`config.mk`:
```
export PLATFORM = sky130hd
export DESIGN_NAME = nand_ecc_corrector
export DESIGN_NICKNAME = d
export VERILOG_FILES = /design/src/rtl/nand_ecc_pkg.sv /design/src/rtl/nand_ecc_accum.sv /design/src/rtl/nand_ecc_pack.sv /design/src/rtl/nand_ecc_classify.sv /design/src/rtl/nand_ecc_emit.sv /design/src/rtl/nand_ecc_corrector.sv
export SDC_FILE = /design/constraint.sdc
export NUM_CORES = 1
export LEC_CHECK = 0
export BUFFER_PORTS_ARGS = -buffer_cell sky130_fd_sc_hd__clkbuf_2
export CAP_MARGIN = 20
export CORE_MARGIN = 10
export CORE_UTILIZATION = 56
export CTS_CLUSTER_SIZE = 24
export DETAILED_ROUTE_END_ITERATION = 6
export GPL_ROUTABILITY_DRIVEN = 0
export PLACE_DENSITY = 0.78
export SLEW_MARGIN = 15
export SYNTH_ARGS = -nofsm -noshare
export SYNTH_HDL_FRONTEND = slang
export SYNTH_SLANG_ARGS = --single-unit
```
`constraint.sdc`:
```
create_clock -name clk -period 5.7 [get_ports clk]
set_input_delay 0.285 -clock clk [delete_from_list [all_inputs] [get_ports clk]]
set_output_delay 0.285 -clock clk [all_outputs]
set_load 0.01 [all_outputs]
```
`src/rtl/nand_ecc_pkg.sv`:
```
package nand_ecc_pkg;

    // Code geometry: a 9-bit byte offset plus a 3-bit bit index
    localparam int OFF_W      = 9;
    localparam int BIT_W      = 3;
    localparam int ADDR_W     = OFF_W + BIT_W;
    localparam int CODE_W     = 2 * ADDR_W;
    localparam int CODE_BYTES = CODE_W / 8;
    // Raw parity word: each half sits in a 16-bit span, upper bits reserved
    localparam int HALF_SPAN  = 16;
    localparam int RAW_W      = 2 * HALF_SPAN;

    typedef logic [ADDR_W-1:0] half_t;
    typedef logic [CODE_W-1:0] code_t;
    typedef logic [RAW_W-1:0]  raw_t;
    typedef logic [OFF_W-1:0]  off_t;
    typedef logic [7:0]        byte_t;

    typedef enum logic [1:0] {
        ST_CLEAN    = 2'd0,
        ST_DATA_FIX = 2'd1,
        ST_CODE_FIX = 2'd2,
        ST_UNCORR   = 2'd3
    } ecc_status_e;

    // ones: parity where the address bit is 1; zeros: where it is 0
    typedef struct packed {
        half_t ones;
        half_t zeros;
    } parity_t;

    typedef struct packed {
        ecc_status_e status;
        off_t        offset;
        byte_t       mask;
    } ecc_result_t;

    // Place both halves into the 32-bit raw layout with reserved bits zero
    function automatic raw_t raw_word(parity_t p);
        raw_t r;
        r = '0;
        r[ADDR_W-1:0]          = p.zeros;
        r[HALF_SPAN +: ADDR_W] = p.ones;
        return r;
    endfunction

    // Drop reserved bits, join the halves, invert so erased flash is valid
    function automatic code_t fold_code(raw_t r);
        code_t c;
        c = {r[HALF_SPAN +: ADDR_W], r[ADDR_W-1:0]};
        return ~c;
    endfunction

    // Parity of the data bits whose bit index has bit k equal to v
    function automatic logic col_parity(byte_t d, int k, logic v);
        logic p;
        p = 1'b0;
        for (int i = 0; i < 8; i++) begin
            if (((i >> k) & 1) == int'(v)) begin
                p = p ^ d[i];
            end
        end
        return p;
    endfunction

    function automatic byte_t bit_mask(logic [BIT_W-1:0] idx);
        return byte_t'(1) << idx;
    endfunction

endpackage

```
`src/rtl/nand_ecc_accum.sv`:
```
module nand_ecc_accum
    import nand_ecc_pkg::*;
#(
    parameter int SECTOR_BYTES = 512
) (
    input  logic    clk,
    input  logic    rst,
    input  logic    clr,
    input  logic    byte_vld,
    input  byte_t   data,
    output parity_t par
);

    localparam int CNT_W = $clog2(SECTOR_BYTES + 1);

    logic [CNT_W-1:0] cnt_q;
    parity_t          par_q;
    logic             take;
    logic             full;
    off_t             off;
    logic             row_p;
    half_t            inc_ones;
    half_t            inc_zeros;

    assign full  = (cnt_q == CNT_W'(SECTOR_BYTES));
    assign take  = byte_vld && !clr && !full;
    assign off   = off_t'(cnt_q);
    assign row_p = ^data;

    // Per address bit: low bits select within the byte, high bits by offset
    for (genvar k = 0; k < ADDR_W; k++) begin : g_addr
        if (k < BIT_W) begin : g_col
            assign inc_ones[k]  = col_parity(data, k, 1'b1);
            assign inc_zeros[k] = col_parity(data, k, 1'b0);
        end else begin : g_row
            assign inc_ones[k]  = row_p &  off[k-BIT_W];
            assign inc_zeros[k] = row_p & ~off[k-BIT_W];
        end
    end

    always_ff @(posedge clk) begin
        if (rst || clr) begin
            par_q <= '0;
            cnt_q <= '0;
        end else if (take) begin
            par_q.ones  <= par_q.ones  ^ inc_ones;
            par_q.zeros <= par_q.zeros ^ inc_zeros;
            cnt_q       <= cnt_q + 1'b1;
        end
    end

    assign par = par_q;

    a_r4_count_bound: assert property (@(posedge clk) disable iff (rst)
        cnt_q <= CNT_W'(SECTOR_BYTES));

    a_r4_full_holds: assert property (@(posedge clk) disable iff (rst)
        (full && !clr) |=> $stable(par_q));

    a_r5_clear_empties: assert property (@(posedge clk) disable iff (rst)
        clr |=> (par_q == '0 && cnt_q == '0));

endmodule

```
`src/rtl/nand_ecc_pack.sv`:
```
module nand_ecc_pack
    import nand_ecc_pkg::*;
(
    input  parity_t par,
    output code_t   code
);

    raw_t raw;

    assign raw  = raw_word(par);
    assign code = fold_code(raw);

endmodule

```
`src/rtl/nand_ecc_classify.sv`:
```
module nand_ecc_classify
    import nand_ecc_pkg::*;
#(
    parameter int SECTOR_BYTES = 512
) (
    input  logic        clk,
    input  logic        rst,
    input  logic        cmp,
    input  code_t       calc,
    input  code_t       stored,
    output logic        res_vld,
    output ecc_result_t res
);

    code_t       syn;
    half_t       lo;
    half_t       hi;
    logic        pair_ok;
    logic        in_range;
    ecc_result_t res_d;
    ecc_result_t res_q;
    logic        vld_q;

    assign syn      = calc ^ stored;
    assign lo       = syn[ADDR_W-1:0];
    assign hi       = syn[CODE_W-1:ADDR_W];
    assign pair_ok  = &(lo ^ hi);
    assign in_range = int'(hi[ADDR_W-1:BIT_W]) < SECTOR_BYTES;

    always_comb begin
        res_d.status = ST_CLEAN;
        res_d.offset = '0;
        res_d.mask   = '0;
        if (syn != '0) begin
            if (pair_ok) begin
                if (in_range) begin
                    res_d.status = ST_DATA_FIX;
                    res_d.offset = hi[ADDR_W-1:BIT_W];
                    res_d.mask   = bit_mask(hi[BIT_W-1:0]);
                end else begin
                    res_d.status = ST_UNCORR;
                end
            end else if ($onehot(syn)) begin
                res_d.status = ST_CODE_FIX;
            end else begin
                res_d.status = ST_UNCORR;
            end
        end
    end

    always_ff @(posedge clk) begin
        if (rst) begin
            vld_q <= 1'b0;
            res_q <= '0;
        end else begin
            vld_q <= cmp;
            if (cmp) begin
                res_q <= res_d;
            end
        end
    end

    assign res_vld = vld_q;
    assign res     = res_q;

    a_r8_valid_after_cmp: assert property (@(posedge clk) disable iff (rst)
        cmp |=> vld_q);

    a_r8_no_spurious_valid: assert property (@(posedge clk) disable iff (rst)
        !cmp |=> !vld_q);

    a_r10_mask_onehot: assert property (@(posedge clk) disable iff (rst)
        (vld_q && res_q.status == ST_DATA_FIX) |-> $countones(res_q.mask) == 1);

    a_r11_offset_in_sector: assert property (@(posedge clk) disable iff (rst)
        (vld_q && res_q.status == ST_DATA_FIX) |-> int'(res_q.offset) < SECTOR_BYTES);

    a_r13_no_location_unless_fix: assert property (@(posedge clk) disable iff (rst)
        (vld_q && res_q.status != ST_DATA_FIX) |-> (res_q.offset == '0 && res_q.mask == '0));

endmodule

```
`src/rtl/nand_ecc_emit.sv`:
```
module nand_ecc_emit
    import nand_ecc_pkg::*;
(
    input  logic  clk,
    input  logic  rst,
    input  logic  emit,
    input  code_t code,
    output logic  vld,
    output byte_t dout
);

    localparam int IDX_W = $clog2(CODE_BYTES);

    code_t            shadow_q;
    logic [IDX_W-1:0] idx_q;
    logic             busy_q;
    byte_t            lanes [CODE_BYTES];

    for (genvar b = 0; b < CODE_BYTES; b++) begin : g_lane
        assign lanes[b] = shadow_q[8*b +: 8];
    end

    always_ff @(posedge clk) begin
        if (rst) begin
            shadow_q <= '0;
            idx_q    <= '0;
            busy_q   <= 1'b0;
        end else if (emit && !busy_q) begin
            shadow_q <= code;
            idx_q    <= '0;
            busy_q   <= 1'b1;
        end else if (busy_q) begin
            if (idx_q == IDX_W'(CODE_BYTES - 1)) begin
                idx_q  <= '0;
                busy_q <= 1'b0;
            end else begin
                idx_q <= idx_q + 1'b1;
            end
        end
    end

    assign vld  = busy_q;
    assign dout = lanes[idx_q];

    a_r6_start_at_low_byte: assert property (@(posedge clk) disable iff (rst)
        (emit && !busy_q) |=> (busy_q && idx_q == '0));

    a_r6_index_in_range: assert property (@(posedge clk) disable iff (rst)
        busy_q |-> int'(idx_q) < CODE_BYTES);

    a_r7_busy_keeps_shadow: assert property (@(posedge clk) disable iff (rst)
        busy_q |=> $stable(shadow_q));

endmodule

```
`src/rtl/nand_ecc_corrector.sv`:
```
module nand_ecc_corrector
    import nand_ecc_pkg::*;
#(
    parameter int SECTOR_BYTES = 512
) (
    input  logic        clk,
    input  logic        rst,
    input  logic        clr_i,
    input  logic        byte_vld_i,
    input  logic [7:0]  byte_i,
    output logic [23:0] code_o,
    input  logic        emit_i,
    output logic        code_byte_vld_o,
    output logic [7:0]  code_byte_o,
    input  logic        cmp_i,
    input  logic [23:0] stored_code_i,
    output logic        res_valid_o,
    output logic [1:0]  res_status_o,
    output logic [8:0]  res_offset_o,
    output logic [7:0]  res_mask_o
);

    parity_t     par;
    code_t       code;
    ecc_result_t res;

    nand_ecc_accum #(.SECTOR_BYTES(SECTOR_BYTES)) u_accum (
        .clk      (clk),
        .rst      (rst),
        .clr      (clr_i),
        .byte_vld (byte_vld_i),
        .data     (byte_i),
        .par      (par)
    );

    nand_ecc_pack u_pack (
        .par  (par),
        .code (code)
    );

    nand_ecc_emit u_emit (
        .clk  (clk),
        .rst  (rst),
        .emit (emit_i),
        .code (code),
        .vld  (code_byte_vld_o),
        .dout (code_byte_o)
    );

    nand_ecc_classify #(.SECTOR_BYTES(SECTOR_BYTES)) u_classify (
        .clk     (clk),
        .rst     (rst),
        .cmp     (cmp_i),
        .calc    (code),
        .stored  (stored_code_i),
        .res_vld (res_valid_o),
        .res     (res)
    );

    assign code_o       = code;
    assign res_status_o = res.status;
    assign res_offset_o = res.offset;
    assign res_mask_o   = res.mask;

endmodule

```
After elaboration in Yosys (flattened, before gate mapping)
Index checks and enable logic that the tools add are counted.
Word-level totals
  output and inout port bits: 53
  bits in registers: 81
  input bits: 38
  logic and storage cells: 112
Cells by class
  shift-type cells: 1
  bitwise gates (word level): 50
  equality and inequality tests: 3
  $lt $le $gt $ge: 1
  add/subtract/negate cells: 25
  reductions and logical operators: 11
  mux-type cells: 11
Operator list (count)
  adder 5 bit: 11
  XOR 12 bit: 3
  adder 1 x 1 -> 2 bit: 12
  NOT 24 bit: 1
  nonzero test 24 bit: 1
  XOR 24 bit: 1
  2-to-1 mux 19 bit: 1
  AND 1 bit: 18
  2-to-1 mux 17 bit: 1
  XOR 1 bit: 17
  binary-select mux 8 bit (select 2 bit): 1
  2-to-1 mux 8 bit: 2
  AND reduction 12 bit: 1
  adder 10 x 1 -> 10 bit (second input constant): 1
  equality test 10 bit (second input constant): 1
  NOT 1 bit: 9
  XOR reduction 8 bit: 1
  << shifter 1 x 3 -> 8 bit (first input constant): 1
  equality test 5 x 1 -> 1 bit (second input constant): 1
  2-to-1 mux 1 bit: 4
  2-to-1 mux 2 bit: 2
  >= comparator 3 bit (second input constant): 1
  logical AND 1 bit: 3
  logical NOT 1 bit: 3
  other kinds (5): 5

Logic depth before layout (Yosys ltp)
  word-level depth: 11
  mapped depth: 19
  depth with buffers taken out: 19

By module
From an unflattened synthesis, not the netlist that was laid out.
Unflattened totals
  cell total of the unflattened synthesis: 544
  area, all modules: 4998.5 um2
Modules (own cells, without submodules)
  nand_ecc_classify: area an instance 1968.1 um2, cells each 188, sequential area each 400.4 um2, instances 1
  nand_ecc_accum: area an instance 1647.8 um2, cells each 185, sequential area each 680.7 um2, instances 1
  nand_ecc_emit: area an instance 1292.5 um2, cells each 147, sequential area each 540.5 um2, instances 1
  nand_ecc_pack: area an instance 90.1 um2, cells each 24, sequential area each 0.0 um2, instances 1

Worst setup path after synthesis
No wires, ideal clock.
  path type: register -> register
  start point: register u_accum.par_q, in the netlist u_accum.par[12]
  end point: register u_classify.res_q, in the netlist u_classify.res[17]
  buffers on the path: 0
  library setup time: 119 ps
  period minus slack after synthesis: 4882 ps
  data required time: 5581 ps
  arrival: 4762 ps
  stages on the path, launching flop included: 17
  slack: 818 ps
  path through: dfxtp_1 > xnor2_1 > inv_1 > ha_1 > fa_1 > fa_1 > fa_1 > fa_1 > inv_1 > fa_1 > ha_1 > fa_1 > nor3_1 > a311oi_1 > a21oi_1 > a31o_2 > nand3_1
Between the ends
  word-level cells in the longest chain between the ends: 11
  elaborated cells on any way between the ends: 14
  classes of those cells: add/sub: 5; eq/ne: 1; mux: 3; bitwise: 3; reduce/logical: 2
Ends and longest elaborated chain
  start: declaration: RTL line nand_ecc_accum.sv:17  | parity_t par_q;
  NOT 24 bit *: RTL line nand_ecc_pkg.sv:51  | return ~c;
  XOR 24 bit *: RTL line nand_ecc_classify.sv:24  | assign syn = calc ^ stored;
  adder 1 x 1 -> 2 bit (implied by the code): RTL line nand_ecc_classify.sv:43  | end else if ($onehot(syn)) begin
  adder 5 bit (implied by the code) (4 in series): RTL line nand_ecc_classify.sv:43
  equality test 5 x 1 -> 1 bit: RTL line nand_ecc_classify.sv:43
  2-to-1 mux 1 bit: RTL line nand_ecc_classify.sv:43
  2-to-1 mux 2 bit: RTL line nand_ecc_classify.sv:35  | if (pair_ok) begin
  2-to-1 mux 19 bit *: RTL line nand_ecc_classify.sv:34  | if (syn != '0) begin
  end signal: assignment: RTL line nand_ecc_classify.sv:58  | res_q <= res_d;
  end: declaration: RTL line nand_ecc_classify.sv:21  | ecc_result_t res_q;
Mark *: on every way between the ends. The rest lies on a longest branch, timed or not.
A chain may end at the register's enable or synchronous reset.

Final worst setup path
  start point: register u_accum.par_q, in the netlist u_accum.par[6]
  end point: register u_classify.res_q, in the netlist u_classify.res[17]
The elaborated chain is that of the path after synthesis.

==> flow_summary.yaml <==
setup_path:
  path_cells: "xor2_1 > inv_1 > ha_1 > fa_1 > inv_1 > fa_1 > fa_1 > fa_1 > inv_1 > fa_1 > ha_1 > fa_1 > nor3_1 > a311oi_1 > a21oi_1 > a31o_2 > nand3_1"
  crit_arrival_ns: 5.67
  reg2reg_slack_ns: 0.27
  critical_path_class: "reg2reg"
  start_kind: "flop"
  crit_required_ns: 5.94
  cp_slowest_stage_delay_ns: 0.57
  timing.rr.end: "u_classify.res[17]"
  r2r_start: "u_accum.par[6]"
  cp_slowest_cell: "fa_1"
  crit_buf_inv: 3
  crit_top_cell: "fa_1"
  reg2reg_depth: 17
  path_max_fanout: 5
  end_kind: "flop"
  cp_top_family: "adder cells"
die:
  rows: 34
  die_h_um: 114
  io_pins: 91
  start_util_pct: 57.1
  dieWidth_um: 114
  coreArea_um2: 8640
  dieArea_um2: 13000
yosys:
  yosys.area.top_type: "dfxtp_1"
  synth_commonest_cells: "dfxtp_1 (81), inv_1 (80), nor2_1 (75), xnor2_1 (45), a21oi_1 (38)"
  yosysMostFrequentCell: "dfxtp_1"
  syn_nets: 661
  synth_ff_type: "dfxtp_1"
  seq_area_frac_synth_pct: 32.9
  syn_inst: 570
  synth_area_leaders: "dfxtp_1 (33%), ha_1 (8.6%), xnor2_1 (8.0%), fa_1 (7.7%), inv_1 (6.1%)"
  synth_edf_count: 0
  synthArstFlopShare_pct: 0
  ys_warn_count: 0
  synth_area_um2: 4930
  yosysTopAreaCellShare_pct: 32.9
  synth_area_per_cell_um2: 8.65
  synth_cell_types: 46
  synth_seq_cells: 81
layout:
  finalCoreUtilization_pct: 65.6
  ff_latch_area_um2: 1620
  drive_above_1_share_pct: 18.5
  fill_cells: 726
  area_delta_synth_final_pct: 14.8
  nNetsFinal: 740
  multi_input_area_um2: 2910
  antenna_cells: 0
drt:
  detail_route.wirelength_um: 13100
  antenna_left: 0
  wl_per_cell_um: 17.2
  vias: 4218
  viasPerCell: 5.54
  dr.pass1.iters: 5
  drcViolationCount: 0
  drt_iter0_markers: 350
timing:
  rsz0062_at_grt: "no"
  slew_headroom_pct: 46.4
  hold_viol_final: 0
  setup_viol: 0
  tightest_slew_ns: 0.799
  clock.fmax_mhz: 184
  finalClockSkew_ns: 0.00505
  tns_ns: 0
  finalCriticalPeriod_ns: 5.43
  holdWs_ns: 0.217
  fin_crit_sh_pct: 95.2
  drv_slew: 0
clock_tree:
  clk_latency_ns: 0.35
  hold_buffers: 0
  cts_tree: "built"
  htreeDepth: 3
  cts_setup_buffers: 0
  cts_buffer_depth: 2
  clock_sinks: 81
  path_clk_slew_ns: 0.08
  cts-resized-gates: 0
  numCtsBuffers: 9
  root_buffer: "clkbuf_8"
grt:
  grt.overflow.total: 0
  top_usage_layer: "met2"
  antenna_found_initial: 0
  grt_pass1_vias: 4293
  grt_use_met1_pct: 24.0
  globalRouteMet3Util_pct: 6.19
  grt_pass1_wl_um: 21500
  grt_usage_pct: 20.4
  grt_use_met2_pct: 34.9
  grt_max_degree: 49
pwr:
  p_per_area_nw_per_um2: 348
  power.leakage_uw: 0.00254
  vdd_ir_drop_max_mv: 0.330
placement:
  port_buffers: 90
  dp_hpwl_um: 10300
flow_run:
  cap_violations: 0
hold_path:
  min_to: "u_classify.res_vld"
  hold_class: "in2reg"
  whs_path_depth: 2
  min_from: "cmp_i"
status:
  status: "complete, no violations"
==> worst reg2reg max path, delay by kind of cell (launching register included) <==
family,cells,cell delay (ns)
AO/OA/AOI/OAI,3,0.40
flip-flops,1,0.48
AND/OR/NAND/NOR,2,0.29
buffers and inverters,3,0.23
XOR/XNOR,1,0.39
adder cells (fa/ha/maj),8,3.53
==> final cells by class <==
cell class	instances	area share [%]
multi-input cells	382	51.4
flip-flops and latches	81	28.6
repair buffers	94	8.48
inverters	81	5.37
well taps	108	2.39
clock buffers	11	2.32
clock inverters	5	1.39
==> cell usage in the layout, fill, tap and decap left out, types with 13 or more instances in the layout <==
| cell | count |
|---|---|
| a22o_1 | 13 |
| xnor2_1 | 45 |
| inv_1 | 80 |
| fa_1 | 19 |
| nand2_1 | 37 |
| xor2_1 | 16 |
| ha_1 | 34 |
| dfxtp_1 | 81 |
| a21oi_1 | 38 |
| nor2_1 | 74 |
| or4_1 | 19 |
| clkbuf_2 | 90 |
==> logic make-up after synthesis <==
| logic type | Yosys count | share of synthesized area, % |
|---|---|---|
| compound gates | 90 | 12.2 |
| xor+xnor | 65 | 12.0 |
| fa+ha+maj | 53 | 16.3 |
| buf+inv | 107 | 8.52 |
| flops | 81 | 32.9 |
| mux | 8 | 1.62 |
| simple gates | 166 | 16.4 |
==> state kept, by name, summed over array words and instances, names as in the netlist <==
signal              cells
u_accum.cnt_q          10
u_accum.par            24
u_emit.shadow_q        24
u_classify.res_vld      1
u_emit.idx_q            2
u_emit.vld              1
u_classify.res         19
==> where the power goes <==
group | total, uW | internal [uW] | switching [uW]
logic | 903 | 395 | 508
clock network | 453 | 247 | 206
registers | 614 | 590 | 24.1
total | 1970 | 1230 | 738
==> per-stage QoR <==
step	instance area [um^2]	total power [uW]	cells	setup WS [ns]
floorplan	4930	1320	570	0.818
global placement	5440	1460	746	0.488
detailed placement	5440	1520	746	0.312
CTS	5650	1970	762	0.288
global route	5660	2140	762	0.0246
finish	5660	1970	762	0.273
==> metal layers <==
metal / routed length, um / part of all wire [%]
met1: 5320 / 41
met3: 961 / 7.4
met2: 6530 / 50
met4: 266 / 2.0
met5: 0 / 0
==> how the worst max path moves through the flow <==
stage                     from                 end  slack (ns)  cells past startpoint
2_1_floorplan  u_accum.par[12]  u_classify.res[17]        0.82                     16
5_1_grt         u_accum.par[6]  u_classify.res[17]        0.02                     17
4_1_cts         u_accum.par[6]  u_classify.res[17]        0.29                     17
6_report        u_accum.par[6]  u_classify.res[17]        0.27                     17
3_3_place_gp    u_accum.par[6]  u_classify.res[17]        0.49                     17
3_5_place_dp    u_accum.par[6]  u_classify.res[17]        0.31                     17
Note: power is estimated with default switching activity, not from simulation.
